### src/rtl/vend_pkg.sv
package vend_pkg;
  // Credit coding: 00 = 0, 01 = 5, 10 = 10, 11 = 15 or more
  localparam int CREDIT_W = 2;

  typedef logic [CREDIT_W-1:0] credit_t;

  typedef struct packed {
    logic    clear;      // synchronous reset request
    credit_t nextCredit; // next-state bits {hi, lo}
    logic    openNext;   // unlock value for the retimed output register
  } vend_strobe_t;
endpackage

### src/rtl/vend_next_logic.sv
module vend_next_logic
  import vend_pkg::*;
(
  input  logic         rst,
  input  logic         coin5,
  input  logic         coin10,
  input  credit_t      credit,
  output vend_strobe_t strobe
);
  logic qHi, qLo, nHi, nLo;

  assign qHi = credit[1];
  assign qLo = credit[0];

  // High bit: already 10 or more, a ten-unit coin, or a five on top of five
  assign nHi = qHi | coin10 | (qLo & coin5);

  // Low bit: five from an even credit, hold an odd credit when no five arrives,
  // or any coin on top of ten or more
  assign nLo = (~qLo & coin5) | (qLo & ~coin5) | (qHi & coin5) | (qHi & coin10);

  always_comb begin
    strobe.clear      = rst;
    strobe.nextCredit = {nHi, nLo};
    strobe.openNext   = nHi & nLo;
  end
endmodule

### src/rtl/vend_credit_regs.sv
module vend_credit_regs
  import vend_pkg::*;
#(
  parameter bit RETIMED = 1'b1
) (
  input  logic         clk,
  input  vend_strobe_t strobe,
  output credit_t      credit,
  output logic         vendOpen
);
  always_ff @(posedge clk) begin
    if (strobe.clear) credit <= '0;
    else              credit <= strobe.nextCredit;
  end

  generate
    if (RETIMED) begin : gRetimed
      logic openReg;
      always_ff @(posedge clk) begin
        if (strobe.clear) openReg <= 1'b0;
        else              openReg <= strobe.openNext;
      end
      assign vendOpen = openReg;
    end else begin : gDecoded
      assign vendOpen = &credit;
    end
  endgenerate
endmodule

### src/rtl/coin_vend_ctrl.sv
module coin_vend_ctrl
  import vend_pkg::*;
#(
  parameter bit RETIMED = 1'b1
) (
  input  logic clk,
  input  logic rst,
  input  logic coin5,
  input  logic coin10,
  output logic vendOpen
);
  vend_strobe_t strobe;
  credit_t      credit;

  vend_next_logic uNext (
    .rst    (rst),
    .coin5  (coin5),
    .coin10 (coin10),
    .credit (credit),
    .strobe (strobe)
  );

  vend_credit_regs #(.RETIMED(RETIMED)) uRegs (
    .clk      (clk),
    .strobe   (strobe),
    .credit   (credit),
    .vendOpen (vendOpen)
  );
endmodule

### config.mk
export PLATFORM = sky130hd
export DESIGN_NAME = coin_vend_ctrl
export DESIGN_NICKNAME = d
export VERILOG_FILES = /design/src/rtl/vend_pkg.sv /design/src/rtl/vend_next_logic.sv /design/src/rtl/vend_credit_regs.sv /design/src/rtl/coin_vend_ctrl.sv
export SDC_FILE = /design/constraint.sdc
export NUM_CORES = 1
export LEC_CHECK = 0
export BUFFER_PORTS_ARGS = -buffer_cell sky130_fd_sc_hd__buf_4
export CAP_MARGIN = 20
export CELL_PAD_IN_SITES_DETAIL_PLACEMENT = 0
export CELL_PAD_IN_SITES_GLOBAL_PLACEMENT = 1
export CORE_AREA = 5 5 42 44
export DETAILED_ROUTE_END_ITERATION = 12
export DIE_AREA = 0 0 47 49
export PLACE_DENSITY = 0.39
export RECOVER_POWER = 25
export SYNTH_ARGS = -nofsm -noshare
export SYNTH_HDL_FRONTEND = slang
export SYNTH_SLANG_ARGS = --single-unit
### constraint.sdc
create_clock -name clk -period 1.2 [get_ports clk]
set_input_delay 0.24 -clock clk [delete_from_list [all_inputs] [get_ports clk]]
set_output_delay 0.24 -clock clk [all_outputs]
set_load 0.02 [all_outputs]
==> impl_metrics.csv <==
group,metric,value,unit
run_status,outcome,"finished, final reports clean",
drt,routedWlPerCell,6.86,um
clock_tree,cts_hold_repair.buffers,0,
yosys,avgSynthCellArea,9.34,um^2
clock_tree,clock_tree.root_cell,"clkbuf_4",
global_routing,overflow,0,
floorplanning,initial_utilization,0.0866,
global_routing,grt_max_degree,5,
sta,hold-worst-slack,0.186,ns
yosys,synth_cell_type_count,9,
power_and_ir_drop,leakage,0.0893,nW
finish,nets,27,
clock_tree,cts_tree,"done",
placed_design,port-buffer-count,4,
sta,relSlewSlack,0.876,
yosys,ys_top_cells_by_area,"dfxtp_1 (49%), a211oi_2 (10%), ha_1 (10%)",
global_routing,first_global_vias,112,
floorplanning,boundaryPins,5,
floorplanning,core_area,1400,um^2
global_routing,grt_pass1_wl,434,um
power_and_ir_drop,powerDensity,1700,nW/um^2
sta,rsz0062_at_grt,"false",
finish,layout_commonest_cell,"buf_4",
finish,area_growth,62.9,%
sta,setup_viol,0,
sta,fin_worst_skew,0.00150,ns
floorplanning,fp-row-count,14,
clock_tree,cts.htree.levels,1,
global_routing,grtUsageTotal,0.0317,
drt,vias_per_cell,3.03,
sta,worst_slew_pin_slew,0.186,ns
drt,drtIter0Drc,6,
sta,min_period,0.964,ns
yosys,syn-num-nets,18,
clock_tree,cts_inserted_buffers,3,
clock_tree,cts_sinks,3,
floorplanning,dieHeight,49,um
placed_design,placed_area,171,um^2
sta,finalHoldViolCount,0,
critical_path,critPathMaxFanout,3,
finish,final_cell_area,198,um^2
power_and_ir_drop,ir_drop,0.000631,V
drt,vias,112,
clock_tree,post-cts-setup-buffers,0,
yosys,netlist_area,121,um^2
finish,final_cell_mix,"buf_4 (4), clkbuf_4 (3), dfxtp_1 (3)",
drt,drt-total-wl,254,um
sta,fin_tns_setup,0,ns
clock_tree,clkLatencyLatePin,0.23,ns
critical_path,crit_type,"flop to flop",
drt,ant_nets,0,
floorplanning,die_area,2300,um^2
clock_tree,clockBufferDepth,2,
sta,finalMaxSlewViolations,0,
clock_tree,cts_resized,0,
yosys,yosysSeqAreaShare,0.495,
drt,dr.pass1.iters,4,
critical_path,worstPathRequired,1.35,ns
critical_path,worst_setup_path_end_kind,"flop",
critical_path,cp-start-kind,"flop",
sta,max_freq,1.04,GHz
sta,fin_crit_sh,0.804,
critical_path,worst_ep_arrival_time,1.12,ns
yosys,synth-warning-count,0,
run,drv_cap,0,
yosys,yosys.area.top_type,"dfxtp_1",
finish,utilization,0.141,
yosys,ys_ff_latch,3,
yosys,synthCells,13,
yosys,synth.top_cell.area_share,0.495,
global_routing,antenna_found_initial,0,
floorplanning,die_x,47,um
placed_design,place.gp.congestion,0.548,
clock_tree,clk_pin_slew,0.04,ns
hold_path,hp-class,"input pin to flop",
drt,drc,0,
finish,layout-drive-gt1-share,0.381,
finish,n_antenna_cell,0,
-- power breakdown --
part / leakage [nW] / switching, mW / internal [mW] / total, mW
Combinational: 0.0492 / 0.0242 / 0.0243 / 0.0485
Clock: 0.0150 / 0.0482 / 0.124 / 0.173
Sequential: 0.0251 / 0.00450 / 0.111 / 0.115
Total: 0.0893 / 0.0769 / 0.259 / 0.336
-- cell families (layout without fill, tap and decap cells) --
logic type               Yosys count  in the layout  synth area share
buffers and inverters              2             10            0.0619
AO/OA/AOI/OAI                      4              4             0.237
flip-flops                         3              3             0.495
AND/OR/NAND/NOR                    3              3             0.103
adder cells (fa/ha/maj)            1              1             0.103
-- metal layers --
| metal | GRT usage | up-vias | share of wire |
|---|---|---|---|
| met3 | 0.0590 | 0 | 0.12 |
| met2 | 0.0158 | 5 | 0.28 |
| met4 | 0.0138 | 0 | 0 |
| li1 | - | 60 | - |
| met5 | 0 | - | 0 |
| met1 | 0.0417 | 47 | 0.60 |
-- stage by stage --
stage,setup WS [ns],std cells,power [mW]
after floorplan,0.288,13,0.145
after global placement,0.154,33,0.165
after detailed placement,0.149,33,0.165
after CTS,0.225,37,0.347
after global routing,0.174,37,0.366
final,0.236,37,0.336
-- final timing paths --
kind | cells past startpoint | startpoint | slack [ns] | to
min reg2reg | 2 | uRegs.credit[1]$_SDFF_PP0_ | 0.52 | uRegs.credit[1]$_SDFF_PP0_
max | 3 | uRegs.credit[0]$_SDFF_PP0_ | 0.24 | uRegs.vendOpen$_SDFF_PP0_
max reg2reg | 3 | uRegs.credit[0]$_SDFF_PP0_ | 0.24 | uRegs.vendOpen$_SDFF_PP0_
min | 2 | rst | 0.19 | uRegs.vendOpen$_SDFF_PP0_
-- final cells by class --
| type | instances | area (um^2) |
|---|---|---|
| multi-input cells | 8 | 53.8 |
| fillers | 168 | 1200 |
| inverters | 2 | 7.51 |
| repair buffers | 4 | 30.0 |
| well taps | 16 | 20.0 |
| flip-flops and latches | 3 | 60.1 |
| clock buffers | 4 | 26.3 |
-- critical path: stages, from the launching register on --
cell,delay [ns]
dfxtp_1,0.29
ha_1,0.30
o22ai_1,0.09
a211oi_2,0.21
-- state kept, by name, indices dropped and copies added (netlist names) --
name            flops
uRegs.credit        2
uRegs.vendOpen      1
-- cell usage after synthesis --
cell type  number
nor2_1          2
nor3_1          1
a211oi_2        1
ha_1            1
a21oi_1         1
o22ai_1         1
o21ai_0         1
inv_1           2
dfxtp_1         3
No activity file was read; power rests on OpenSTA's default activity.
